`src/rtl/ddr_init_pkg.sv`:
```
package ddr_init_pkg;

  localparam int MR_BL_W     = 3;
  localparam int MR_CL_W     = 3;
  localparam int MR_BL_LSB   = 0;
  localparam int MR_BT_BIT   = 3;
  localparam int MR_CL_LSB   = 4;
  localparam int MR_DLL_BIT  = 8;
  localparam int AP_BIT      = 10;

  typedef enum logic [3:0] {
    ST_IDLE,
    ST_CKE_UP,
    ST_PRE1,
    ST_EMR,
    ST_MRS_DLL,
    ST_PRE2,
    ST_REF1,
    ST_REF2,
    ST_MRS_RUN,
    ST_LOCK,
    ST_DONE
  } step_e;

  typedef enum logic [2:0] {
    CMD_DESEL,
    CMD_NOP,
    CMD_PRE,
    CMD_REF,
    CMD_LMR
  } cmd_e;

  // {cs_n, ras_n, cas_n, we_n}
  function automatic logic [3:0] cmd_pins(cmd_e c);
    logic [3:0] p;
    case (c)
      CMD_NOP: p = 4'b0111;
      CMD_PRE: p = 4'b0010;
      CMD_REF: p = 4'b0001;
      CMD_LMR: p = 4'b0000;
      default: p = 4'b1111;
    endcase
    return p;
  endfunction

  function automatic int imax(int a, int b);
    return (a > b) ? a : b;
  endfunction

endpackage

```
`src/rtl/ddr_init_gap_timer.sv`:
```
module ddr_init_gap_timer #(
  parameter int W = 8
) (
  input  logic         clk,
  input  logic         rst_n,
  input  logic         load,
  input  logic [W-1:0] load_val,
  output logic         zero
);

  logic [W-1:0] cnt_q;
  logic [W-1:0] cnt_d;
  logic         cnt_en;

  always_comb begin
    cnt_en = load || (cnt_q != '0);
    cnt_d  = load ? load_val : (cnt_q - W'(1));
  end

  always_ff @(posedge clk or negedge rst_n) begin
    if (!rst_n)      cnt_q <= '0;
    else if (cnt_en) cnt_q <= cnt_d;
  end

  assign zero = (cnt_q == '0);

endmodule

```
`src/rtl/ddr_init_lock_ctr.sv`:
```
module ddr_init_lock_ctr #(
  parameter int LOCK_CYC = 200
) (
  input  logic clk,
  input  logic rst_n,
  input  logic arm,
  output logic done
);

  localparam int W = $clog2(LOCK_CYC + 1);

  logic [W-1:0] cnt_q;
  logic [W-1:0] cnt_d;
  logic         cnt_en;
  logic         armed_q;

  always_comb begin
    cnt_en = arm || (armed_q && (cnt_q != '0));
    cnt_d  = arm ? W'(LOCK_CYC - 1) : (cnt_q - W'(1));
  end

  always_ff @(posedge clk or negedge rst_n) begin
    if (!rst_n)      cnt_q <= '0;
    else if (cnt_en) cnt_q <= cnt_d;
  end

  always_ff @(posedge clk or negedge rst_n) begin
    if (!rst_n)   armed_q <= 1'b0;
    else if (arm) armed_q <= 1'b1;
  end

  assign done = armed_q && (cnt_q == '0);

endmodule

```
`src/rtl/ddr_init_bus_reg.sv`:
```
module ddr_init_bus_reg import ddr_init_pkg::*; #(
  parameter int BANK_W = 2,
  parameter int ROW_W  = 13
) (
  input  logic              clk,
  input  logic              rst_n,
  input  cmd_e              cmd,
  input  logic              cke_set,
  input  logic [BANK_W-1:0] ba_d,
  input  logic [ROW_W-1:0]  addr_d,
  output logic              cke_o,
  output logic              cs_n_o,
  output logic              ras_n_o,
  output logic              cas_n_o,
  output logic              we_n_o,
  output logic [BANK_W-1:0] ba_o,
  output logic [ROW_W-1:0]  addr_o
);

  logic [3:0] pins_d;

  assign pins_d = cmd_pins(cmd);

  always_ff @(posedge clk or negedge rst_n) begin
    if (!rst_n)       cke_o <= 1'b0;
    else if (cke_set) cke_o <= 1'b1;
  end

  always_ff @(posedge clk or negedge rst_n) begin
    if (!rst_n) begin
      cs_n_o  <= 1'b1;
      ras_n_o <= 1'b1;
      cas_n_o <= 1'b1;
      we_n_o  <= 1'b1;
      ba_o    <= '0;
      addr_o  <= '0;
    end else begin
      {cs_n_o, ras_n_o, cas_n_o, we_n_o} <= pins_d;
      ba_o   <= ba_d;
      addr_o <= addr_d;
    end
  end

endmodule

```
`src/rtl/ddr_init_seq.sv`:
```
module ddr_init_seq import ddr_init_pkg::*; #(
  parameter int STARTUP_CYC  = 50000,
  parameter int T_RP         = 3,
  parameter int T_MRD        = 2,
  parameter int T_RFC        = 18,
  parameter int DLL_LOCK_CYC = 200,
  parameter int BANK_W       = 2,
  parameter int ROW_W        = 13
) (
  input  logic               clk,
  input  logic               rst_n,
  input  logic               start_i,
  input  logic [MR_BL_W-1:0] burst_len_i,
  input  logic               burst_type_i,
  input  logic [MR_CL_W-1:0] cas_lat_i,
  output logic               cke_o,
  output logic               cs_n_o,
  output logic               ras_n_o,
  output logic               cas_n_o,
  output logic               we_n_o,
  output logic [BANK_W-1:0]  ba_o,
  output logic [ROW_W-1:0]   addr_o,
  output logic               ready_o
);

  localparam int MAX_GAP = imax(imax(STARTUP_CYC, T_RP), imax(T_MRD, T_RFC));
  localparam int TMR_W   = $clog2(MAX_GAP + 1);
  localparam logic [TMR_W-1:0] LD_START = TMR_W'(STARTUP_CYC - 1);
  localparam logic [TMR_W-1:0] LD_RP    = TMR_W'(T_RP - 1);
  localparam logic [TMR_W-1:0] LD_MRD   = TMR_W'(T_MRD - 1);
  localparam logic [TMR_W-1:0] LD_RFC   = TMR_W'(T_RFC - 1);
  localparam logic [BANK_W-1:0] BA_EXT  = BANK_W'(1);
  localparam logic [BANK_W-1:0] BA_BASE = BANK_W'(0);

  step_e              step_q, step_d;
  cmd_e               cmd_d;
  logic               tmr_ld;
  logic [TMR_W-1:0]   tmr_val;
  logic               tmr_zero;
  logic               lock_arm;
  logic               lock_done;
  logic               cke_set;
  logic               mode_ld;
  logic               ready_set;
  logic [BANK_W-1:0]  ba_d;
  logic [ROW_W-1:0]   addr_d;
  logic [MR_BL_W-1:0] bl_q;
  logic               bt_q;
  logic [MR_CL_W-1:0] cl_q;

  function automatic logic [ROW_W-1:0] base_word(logic dll_rst,
                                                 logic [MR_BL_W-1:0] bl,
                                                 logic bt,
                                                 logic [MR_CL_W-1:0] cl);
    logic [ROW_W-1:0] w;
    w = '0;
    w[MR_BL_LSB +: MR_BL_W] = bl;
    w[MR_BT_BIT]            = bt;
    w[MR_CL_LSB +: MR_CL_W] = cl;
    w[MR_DLL_BIT]           = dll_rst;
    return w;
  endfunction

  // next-state and command selection
  always_comb begin
    step_d    = step_q;
    cmd_d     = CMD_NOP;
    tmr_ld    = 1'b0;
    tmr_val   = '0;
    lock_arm  = 1'b0;
    cke_set   = 1'b0;
    mode_ld   = 1'b0;
    ready_set = 1'b0;
    ba_d      = '0;
    addr_d    = '0;
    if (step_q == ST_IDLE) begin
      if (start_i) begin
        step_d  = ST_CKE_UP;
        tmr_ld  = 1'b1;
        tmr_val = LD_START;
        mode_ld = 1'b1;
      end
    end else if (tmr_zero) begin
      case (step_q)
        ST_CKE_UP: begin
          cke_set = 1'b1;
          tmr_ld  = 1'b1;
          tmr_val = '0;
          step_d  = ST_PRE1;
        end
        ST_PRE1, ST_PRE2: begin
          cmd_d          = CMD_PRE;
          addr_d[AP_BIT] = 1'b1;
          tmr_ld         = 1'b1;
          tmr_val        = LD_RP;
          step_d         = (step_q == ST_PRE1) ? ST_EMR : ST_REF1;
        end
        ST_EMR: begin
          cmd_d   = CMD_LMR;
          ba_d    = BA_EXT;
          tmr_ld  = 1'b1;
          tmr_val = LD_MRD;
          step_d  = ST_MRS_DLL;
        end
        ST_MRS_DLL: begin
          cmd_d    = CMD_LMR;
          ba_d     = BA_BASE;
          addr_d   = base_word(1'b1, bl_q, bt_q, cl_q);
          tmr_ld   = 1'b1;
          tmr_val  = LD_MRD;
          lock_arm = 1'b1;
          step_d   = ST_PRE2;
        end
        ST_REF1, ST_REF2: begin
          cmd_d   = CMD_REF;
          tmr_ld  = 1'b1;
          tmr_val = LD_RFC;
          step_d  = (step_q == ST_REF1) ? ST_REF2 : ST_MRS_RUN;
        end
        ST_MRS_RUN: begin
          cmd_d   = CMD_LMR;
          ba_d    = BA_BASE;
          addr_d  = base_word(1'b0, bl_q, bt_q, cl_q);
          tmr_ld  = 1'b1;
          tmr_val = LD_MRD;
          step_d  = ST_LOCK;
        end
        ST_LOCK: begin
          if (lock_done) begin
            ready_set = 1'b1;
            step_d    = ST_DONE;
          end
        end
        default: step_d = step_q;
      endcase
    end
  end

  always_ff @(posedge clk or negedge rst_n) begin
    if (!rst_n) step_q <= ST_IDLE;
    else        step_q <= step_d;
  end

  always_ff @(posedge clk or negedge rst_n) begin
    if (!rst_n) begin
      bl_q <= '0;
      bt_q <= 1'b0;
      cl_q <= '0;
    end else if (mode_ld) begin
      bl_q <= burst_len_i;
      bt_q <= burst_type_i;
      cl_q <= cas_lat_i;
    end
  end

  always_ff @(posedge clk or negedge rst_n) begin
    if (!rst_n)         ready_o <= 1'b0;
    else if (ready_set) ready_o <= 1'b1;
  end

  ddr_init_gap_timer #(.W(TMR_W)) u_gap (
    .clk      (clk),
    .rst_n    (rst_n),
    .load     (tmr_ld),
    .load_val (tmr_val),
    .zero     (tmr_zero)
  );

  ddr_init_lock_ctr #(.LOCK_CYC(DLL_LOCK_CYC)) u_lock (
    .clk   (clk),
    .rst_n (rst_n),
    .arm   (lock_arm),
    .done  (lock_done)
  );

  ddr_init_bus_reg #(.BANK_W(BANK_W), .ROW_W(ROW_W)) u_bus (
    .clk     (clk),
    .rst_n   (rst_n),
    .cmd     (cmd_d),
    .cke_set (cke_set),
    .ba_d    (ba_d),
    .addr_d  (addr_d),
    .cke_o   (cke_o),
    .cs_n_o  (cs_n_o),
    .ras_n_o (ras_n_o),
    .cas_n_o (cas_n_o),
    .we_n_o  (we_n_o),
    .ba_o    (ba_o),
    .addr_o  (addr_o)
  );

endmodule

```
`config.mk`:
```
export PLATFORM = sky130hd
export DESIGN_NAME = ddr_init_seq
export DESIGN_NICKNAME = d
export VERILOG_FILES = /design/src/rtl/ddr_init_pkg.sv /design/src/rtl/ddr_init_gap_timer.sv /design/src/rtl/ddr_init_lock_ctr.sv /design/src/rtl/ddr_init_bus_reg.sv /design/src/rtl/ddr_init_seq.sv
export SDC_FILE = /design/constraint.sdc
export NUM_CORES = 1
export LEC_CHECK = 0
export BUFFER_PORTS_ARGS = -buffer_cell sky130_fd_sc_hd__buf_2
export CORE_ASPECT_RATIO = 1.2
export CORE_MARGIN = 1.5
export CORE_UTILIZATION = 30
export DETAILED_ROUTE_END_ITERATION = 7
export PLACE_DENSITY = 0.48
export SLEW_MARGIN = 20
export SYNTH_ARGS = -nofsm -noshare
export SYNTH_HDL_FRONTEND = slang
export SYNTH_SLANG_ARGS = --single-unit
```
`constraint.sdc`:
```
create_clock -name clk -period 3.5 [get_ports clk]
set_input_delay 0.35 -clock clk [delete_from_list [all_inputs] [get_ports clk]]
set_output_delay 0.35 -clock clk [all_outputs]
set_load 0.05 [all_outputs]
```
# Word level (Yosys, flattened, before mapping)
# Index checks and enable logic that the tools add are counted.
# op_classes
addsub,2
n_eq_ne,15
n_mux,39
reduce_logical,16
# op_table
cell,count
16-bit two-way mux,3
4-bit case mux with 7 select lines,1
11-bit two-way mux,2
4-bit two-way mux,5
1-bit two-way mux,19
9-bit case mux with 2 select lines,1
"4-bit by 3-bit equality test with 1-bit output, second input constant",4
16-bit logical NOT,1
4-bit case mux with 4 select lines,1
16-bit nonzero test,1
8-bit nonzero test,2
"16-bit by 1-bit subtractor with 16-bit output, second input constant",1
5-bit case mux with 3 select lines,1
3-bit two-way mux,3
3-bit case mux with 3 select lines,1
"4-bit by 2-bit equality test with 1-bit output, second input constant",2
"4-bit equality test, second input constant",2
8-bit logical NOT,1
8-bit two-way mux,1
8-bit OR reduction,1
"8-bit by 1-bit subtractor with 8-bit output, second input constant",1
"3-bit by 2-bit equality test with 1-bit output, second input constant",2
5-bit two-way mux,1
"4-bit by 1-bit equality test with 1-bit output, second input constant",1
11 further kinds,14
# totals
register_bits,54
out_inout_bits,21

# Depth between registers and ports, before layout
# Gate-level depths: netlist (run 1).
# depth
depth_word,7
ltp_mapped,8

# Hierarchy
# From an unflattened synthesis (run 1), not the netlist that was laid out.
# hier_totals
cells_unflattened,261
hier_area_um2,2805.2
# by_module_without_submodules
module,n_inst,cells_per_inst,area_each_um2
ddr_init_gap_timer,1,104,959.7
ddr_init_seq,1,77,778.2
ddr_init_bus_reg,1,28,561.8
ddr_init_lock_ctr,1,52,505.5

# Worst setup path before layout (run 1)
# No wires, ideal clock.
# synth_path
path_type,register to register
startpoint,register u_gap.cnt_q[0]
endpoint,register step_q[0]
setup_ps,125
arrival_ps,1852
required_ps,3375
setup_slack_ps,1523
stages_incl_launch_ff,7
synth_period_minus_slack_ps,1977
path_cell_list,dfrtp_1 > inv_1 > ha_1 > nor4b_2 > nand4_2 > a221oi_1 > mux2_2
# synth_between
elab_chain_len,3
# synth_rtl
item,line_no,rtl
start: declaration,ddr_init_gap_timer.sv:11,logic [W-1:0] cnt_q;
start signal: assignment,ddr_init_gap_timer.sv:22,else if (cnt_en) cnt_q <= cnt_d;
16-bit logical NOT,ddr_init_gap_timer.sv:25,assign zero = (cnt_q == '0);
2-bit nonzero test (no line),--,
4-bit AND reduction (no line),--,
end signal: assignment,ddr_init_seq.sv:141,else step_q <= step_d;
end: declaration,ddr_init_seq.sv:35,"step_e step_q, step_d;"
# No other way between the ends.
# A chain may end at the register's enable or synchronous reset.

# Worst setup path in the final report (run 1)
# layout_path
startpoint,register u_gap.cnt_q[0]
endpoint,register u_lock.cnt_q[7]
# layout_between
elab_chain_len,4
elab_cells_between_ends,5
# layout_rtl
item,line_no,rtl
16-bit logical NOT *,ddr_init_gap_timer.sv:25,
1-bit two-way mux *,ddr_init_seq.sv:83,end else if (tmr_zero) begin
1-bit two-way mux *,ddr_init_seq.sv:76,if (step_q == ST_IDLE) begin
8-bit two-way mux or 1-bit logical OR (tied branches),"ddr_init_lock_ctr.sv:19, ddr_init_lock_ctr.sv:18",
end signal: assignment,ddr_init_lock_ctr.sv:24,else if (cnt_en) cnt_q <= cnt_d;
end: declaration,ddr_init_lock_ctr.sv:12,logic [W-1:0] cnt_q;
# Every way passes the cells marked *; elsewhere a longest branch is shown, timed or not.

==> results of run 1 <==
## registers in the layout, indices dropped and copies added, names as in the netlist
name / cells
bt_q: 1
u_lock.armed_q: 1
u_lock.cnt_q: 8
ready_o: 1
u_bus.cas_n_o: 1
u_bus.ba_o: 1
u_bus.ras_n_o: 1
step_q: 4
u_gap.cnt_q: 16
u_bus.we_n_o: 1
bl_q: 3
cl_q: 3
u_bus.cke_o: 1
u_bus.addr_o: 9
u_bus.cs_n_o: 1
## path summary, 6_finish.rpt
check	endpoint	startpoint	depth (start not counted)
min in group clk	cl_q[0]$_DFFE_PN0P_	cas_lat_i[0]	2
hold reg to reg	u_bus.cke_o$_DFFE_PN0P_	u_bus.cke_o$_DFFE_PN0P_	2
setup reg to reg	u_lock.cnt_q[7]$_DFFE_PN0P_	u_gap.cnt_q[0]$_DFFE_PN0P_	7
max in group asynchronous	u_bus.we_n_o$_DFF_PN1_	rst_n	2
hold / removal	u_gap.cnt_q[15]$_DFFE_PN0P_	rst_n	1
setup / recovery	u_lock.cnt_q[7]$_DFFE_PN0P_	u_gap.cnt_q[0]$_DFFE_PN0P_	7
## power by group through the flow
stage / clock (uW) / combinational [uW] / sequential [uW]
global placement: 0 / 293 / 764
finish: 359 / 285 / 760
floorplan: 0 / 237 / 741
detailed placement: 0 / 290 / 771
global route: 393 / 321 / 772
CTS: 374 / 293 / 759
## layout make-up
cell class	count	area, um2
Fill cell	864	5560
Sequential cell	52	1310
Multi-Input combinational cell	170	1190
Tap cell	117	146
Timing Repair Buffer	27	140
Clock buffer	5	68.8
Inverter	10	37.5
Clock inverter	3	21.3
## synth_stat cells (all sizes together) (2+ instances only)
master,count
nor2,12
o21ai,16
o211ai,5
a21oi,10
or3,7
and2,9
a31oi,2
ha,3
a2111oi,2
or3b,2
clkbuf,6
mux2,8
xor2,4
nand4,3
inv,9
buf,8
nand3,9
dfstp,4
nor2b,2
o31ai,6
a221oi,2
nor4,5
nand2b,2
xnor2,6
or4,8
or2,3
nor3,8
nor4b,2
nand2,12
dfrtp,48
## metal layers
layer  part of all wire, %  track usage, %  vias up
met3                   3.4            2.92        7
met2                    48            20.3       33
met5                     0               0        -
met4                   1.6            4.54        0
met1                    47            16.7      929
li1                      -               -      927
## cell families (layout without fill, tap and decap cells)
| kind of cell | Yosys count | count (layout) | share of synthesized area, % |
|---|---|---|---|
| compound gates | 53 | 53 | 15.1 |
| xor+xnor | 10 | 10 | 3.37 |
| other cells | 1 | 6 | 0.145 |
| simple gates | 90 | 90 | 21.7 |
| mux | 8 | 8 | 3.47 |
| fa+ha+maj | 3 | 3 | 1.45 |
| buf+inv | 24 | 45 | 4.39 |
| flops | 52 | 52 | 50.3 |
## per-stage QoR
step                      instance area (um2)  power, uW  std cells
final                                    2910       1400        384
after global routing                     2910       1490        384
after CTS                                2910       1430        384
after detailed placement                 2820       1060        376
after global placement                   2820       1060        376
after floorplan                          2610        978        246
## worst max-delay path, cell delays in order (launching register included)
cell and delay [ns]:
dfrtp_1 0.44, inv_1 0.12, ha_1 0.17, nor4b_2 0.30
and4_1 0.75, nand3_1 0.36, inv_1 0.23, or3b_1 0.13
==> flow_summary.toml, run 1 <==
[global_routing]
grt_pass1_vias = 1816
grt.total_usage_pct = 12.7
grt_pass1_wl_um = 9120
overflow = 0
antenna_found_initial = 0
grt_max_degree = 36

[yosys]
synth_top_area_cell = "dfrtp_1"
avgSynthCellArea_um2 = 10.8
yosys.area.top_type_share_pct = 46.3
ys.flop_type = "dfrtp_1"
yosysWarnings = 0
synthArstFlopShare_pct = 100
ys_top_cells_by_area = "dfrtp_1, dfstp_2, mux2_2"
ys_ff_latch = 52
netlist_area_um2 = 2590
synth_cells = 241
ys_types = 60
synth_seq_area_share_pct = 50.3
synth_edf_count = 0

[cts]
cts_buffer_depth = 2
cts-root-buf = "clkbuf_8"
clk_latency_ns = 0.32
cts_tree = "done"
hold_buffers = 0
htree_num_levels = 2
post_cts_buffers = 0
path_clk_slew_ns = 0.11
cts_resized = 0
cts_made_buffers = 5
clock_sinks = 52

[floorplanning]
num_rows = 37
io_pins = 31
core_area_um2 = 8470
die_height_um = 105
dieArea_um2 = 9220
fp.dieW_um = 87.9
start_util_pct = 30.6

[layout]
nNetsFinal = 279
final_core_util_pct = 34.4
num_antenna_cells = 0
layout_commonest_cell = "dfrtp_1"
area_growth_syn_to_layout_pct = 12.3
drive_above_1_share_pct = 22.8
layout_common_cells = "dfrtp_1, buf_2, o21ai_0"

[placement]
hpwlAfterDp_um = 3620
gp_congestion = 0.728
portBuffers = 25
pre_cts_slack_ns = 0.915

[critical_path]
r2r_setup_slack_ns = 0.95
end_kind = "flop"
path_class = "flop to flop"
crit_fanout = 24
critPathLaunchType = "flop"
worstPathRequired_ns = 3.76
cp.arrival_ns = 2.82

[sta]
drv_slew = 0
min_period_over_period_pct = 73.0
fin_skew_ns = 0.0149
fin_hold_ws_ns = 0.102
maxSlewHeadroom_pct = 46.9
max_freq_mhz = 391
setup_viol = 0
fin_setup_tns_ns = 0
fin_crit_ns = 2.55
tightest_slew_ns = 0.796
rsz0062_at_grt = "false"
hold_viol = 0
setup_ws_ns = 0.945

[pwr]
p_leak_uw = 0.00122
seq_power_share_pct = 54.1
intPower_uw = 942
clockPowerShare_pct = 25.6
power.density_nw_per_um2 = 482
pwr-share-comb_pct = 20.3
switching_share_pct = 32.9
power_switching_uw = 461
peakVddDrop_uv = 207

[drt]
num_vias = 1896
avgViaCountPerCell = 4.94
first_iter_violations = 99
wirelength_um = 5390
ant_nets = 0
wire_per_inst_um = 14.0
first_pass_iters = 4
drc = 0

[hold_path]
hp-class = "input pin to async pin"

[flow_run]
drv_cap = 0

[run_status]
status = "finished clean"
(Power assumes the default switching activity.)
==> run 2, diff against run 1 <==
==> constraint.sdc (replaced) <==
create_clock -name clk -period 2.4 [get_ports clk]
set_input_delay 0.24 -clock clk [delete_from_list [all_inputs] [get_ports clk]]
set_output_delay 0.24 -clock clk [all_outputs]
set_load 0.05 [all_outputs]
==> run 2 against run 1 <==
Against the previous run: setup slack worse by 0.73 ns; highest routed layer unchanged; largest cell class unchanged; total power increased by 44%; hold slack improved by 0.064 ns.
==> flow_summary.toml, run 2 (same netlist as run 1, synthesis figures left out) <==
[run_status]
status = "finished clean"

[layout]
layout_common_cells = "dfrtp_1, buf_2, o21ai_0"
layout_commonest_cell = "dfrtp_1"
seqCellArea_um2 = 1310
top_register = "u_gap.cnt_q"
largest_reg_flops = 16
final_core_util_pct = 35.4
area_growth_syn_to_layout_pct = 15.5
num_antenna_cells = 0
multi_input_area_um2 = 1200
nNetsFinal = 290
fillerInstances = 857
drive_above_1_share_pct = 25.3
top_regs = "u_gap.cnt_q (16), u_bus.addr_o (9), u_lock.cnt_q (8)"

[cts]
cts_tree = "done"
cts-root-buf = "clkbuf_8"
htree_num_levels = 2
cts_made_buffers = 5
cts_buffer_depth = 2
clock_sinks = 52
clk_latency_ns = 0.30
path_clk_slew_ns = 0.09

[critical_path]
worstPathRequired_ns = 2.64
reg2reg_from = "u_gap.cnt_q[1]$_DFFE_PN0P_"
worstSetupEndpoint = "u_lock.cnt_q[7]$_DFFE_PN0P_"
path_cells = "inv_1 > ha_1 > nor4b_2 > and4_2 > nand3_1 > inv_1 > or3b_1"
cpMaxStageDelayCell = "dfrtp_1"
end_kind = "flop"
timing.rr.end = "u_lock.cnt_q[7]$_DFFE_PN0P_"
cp_common_cell = "inv_1"
critPathBufInv = 2
cp_num_cells = 7
cp-startpoint = "u_gap.cnt_q[1]$_DFFE_PN0P_"
r2r_cells = 7
path_class = "flop to flop"
crit_fanout = 9
r2r_setup_slack_ns = 0.22
cp.arrival_ns = 2.43
critPathLaunchType = "flop"
crit_family = "simple AND/OR/NAND/NOR gates"
critPathMaxStageDelay_ns = 0.46

[sta]
fin_crit_ns = 2.18
maxSlewHeadroom_pct = 65.6
rsz0062_at_grt = "false"
fin_setup_tns_ns = 0
max_freq_mhz = 458
fin_skew_ns = 0.00493
setup_viol = 0
tightest_slew_ns = 0.502
drv_slew = 0
hold_viol = 0
min_period_over_period_pct = 91.0

[flow_run]
drv_cap = 0

[global_routing]
grt.total_usage_pct = 12.9
overflow = 0
grt_pass1_wl_um = 9430
grt_max_degree = 20
grt_pass1_vias = 1902
antenna_found_initial = 0

[floorplanning]
core_area_um2 = 8470
fp.dieW_um = 87.9
die_height_um = 105
start_util_pct = 30.6
dieArea_um2 = 9220
io_pins = 31
num_rows = 37

[drt]
wire_per_inst_um = 13.5
ant_nets = 0
first_iter_violations = 140
wirelength_um = 5340
avgViaCountPerCell = 4.90
first_pass_iters = 4
num_vias = 1931
drc = 0

[pwr]
peakVddDrop_uv = 301
finalPower_uw = 2020
power.density_nw_per_um2 = 675
p_leak_uw = 0.00128

[placement]
gp_congestion = 0.799
portBuffers = 25
hpwlAfterDp_um = 3840

[hold_path]
hp-class = "input pin to flop"
run 2: cell count changes in the layout (fill, tap and decap cells not counted), sizes merged:
cell,previous run,this run
buf,27,37
clkbuf,5,6
clkinvlp,1,0
dlygate4sd3,0,1
inv,10,9
run 2: report_power, final:
part	internal [uW]	switching [uW]	leakage, uW	total [uW]
registers	981	106	0.000654	1090
logic	210	258	0.000581	468
clock network	199	270	0.0000410	469
run 2: timing repair:
| item | CTS | global route |
|---|---|---|
| resized for setup | 0 | 2 |
| endpoints found under the setup margin | 0 | 10 |
| buffers inserted | 0 | 1 |
| endpoints found under the hold margin | 15 | 0 |
| hold buffers | 1 | 0 |
run 2: final cells by class:
cell class	instances	area share (%)
clock buffers	6	2.42
well taps	117	4.89
repair buffers	38	7.52
multi-input cells	170	40.2
clock inverters	1	0.167
flip-flops and latches	52	43.6
inverters	10	1.25
run 2: how the worst min path moves through the flow:
| stage | start | end | depth (start not counted) |
|---|---|---|---|
| global route | burst_len_i[1] | bl_q[1]$_DFFE_PN0P_ | 2 |
| detailed placement | rst_n | u_bus.addr_o[10]$_DFF_PN0_ | 1 |
| floorplan | rst_n | bl_q[0]$_DFFE_PN0P_ | 0 |
| CTS | cas_lat_i[0] | cl_q[0]$_DFFE_PN0P_ | 2 |
| global placement | rst_n | u_bus.addr_o[10]$_DFF_PN0_ | 1 |
| finish | cas_lat_i[0] | cl_q[0]$_DFFE_PN0P_ | 2 |
run 2: per-stage QoR:
step                      instances  instance area [um2]  setup WS (ns)  hold WS (ns)
final                           394                 3000          0.217         0.166
after global routing            394                 3000        0.00614         0.164
after CTS                       393                 2980          0.132         0.158
after detailed placement        385                 2890          0.162         0.215
after global placement          385                 2890          0.229         0.206
after floorplan                 246                 2610          0.423       -0.0556
run 2: routing by layer:
metal,vias to the layer above,track usage (%),share of wire (%)
li1,943,-,-
met1,965,17.4,48
met2,20,20.3,49
met3,3,2.21,2.1
met4,0,4.88,0.67
met5,-,0,0
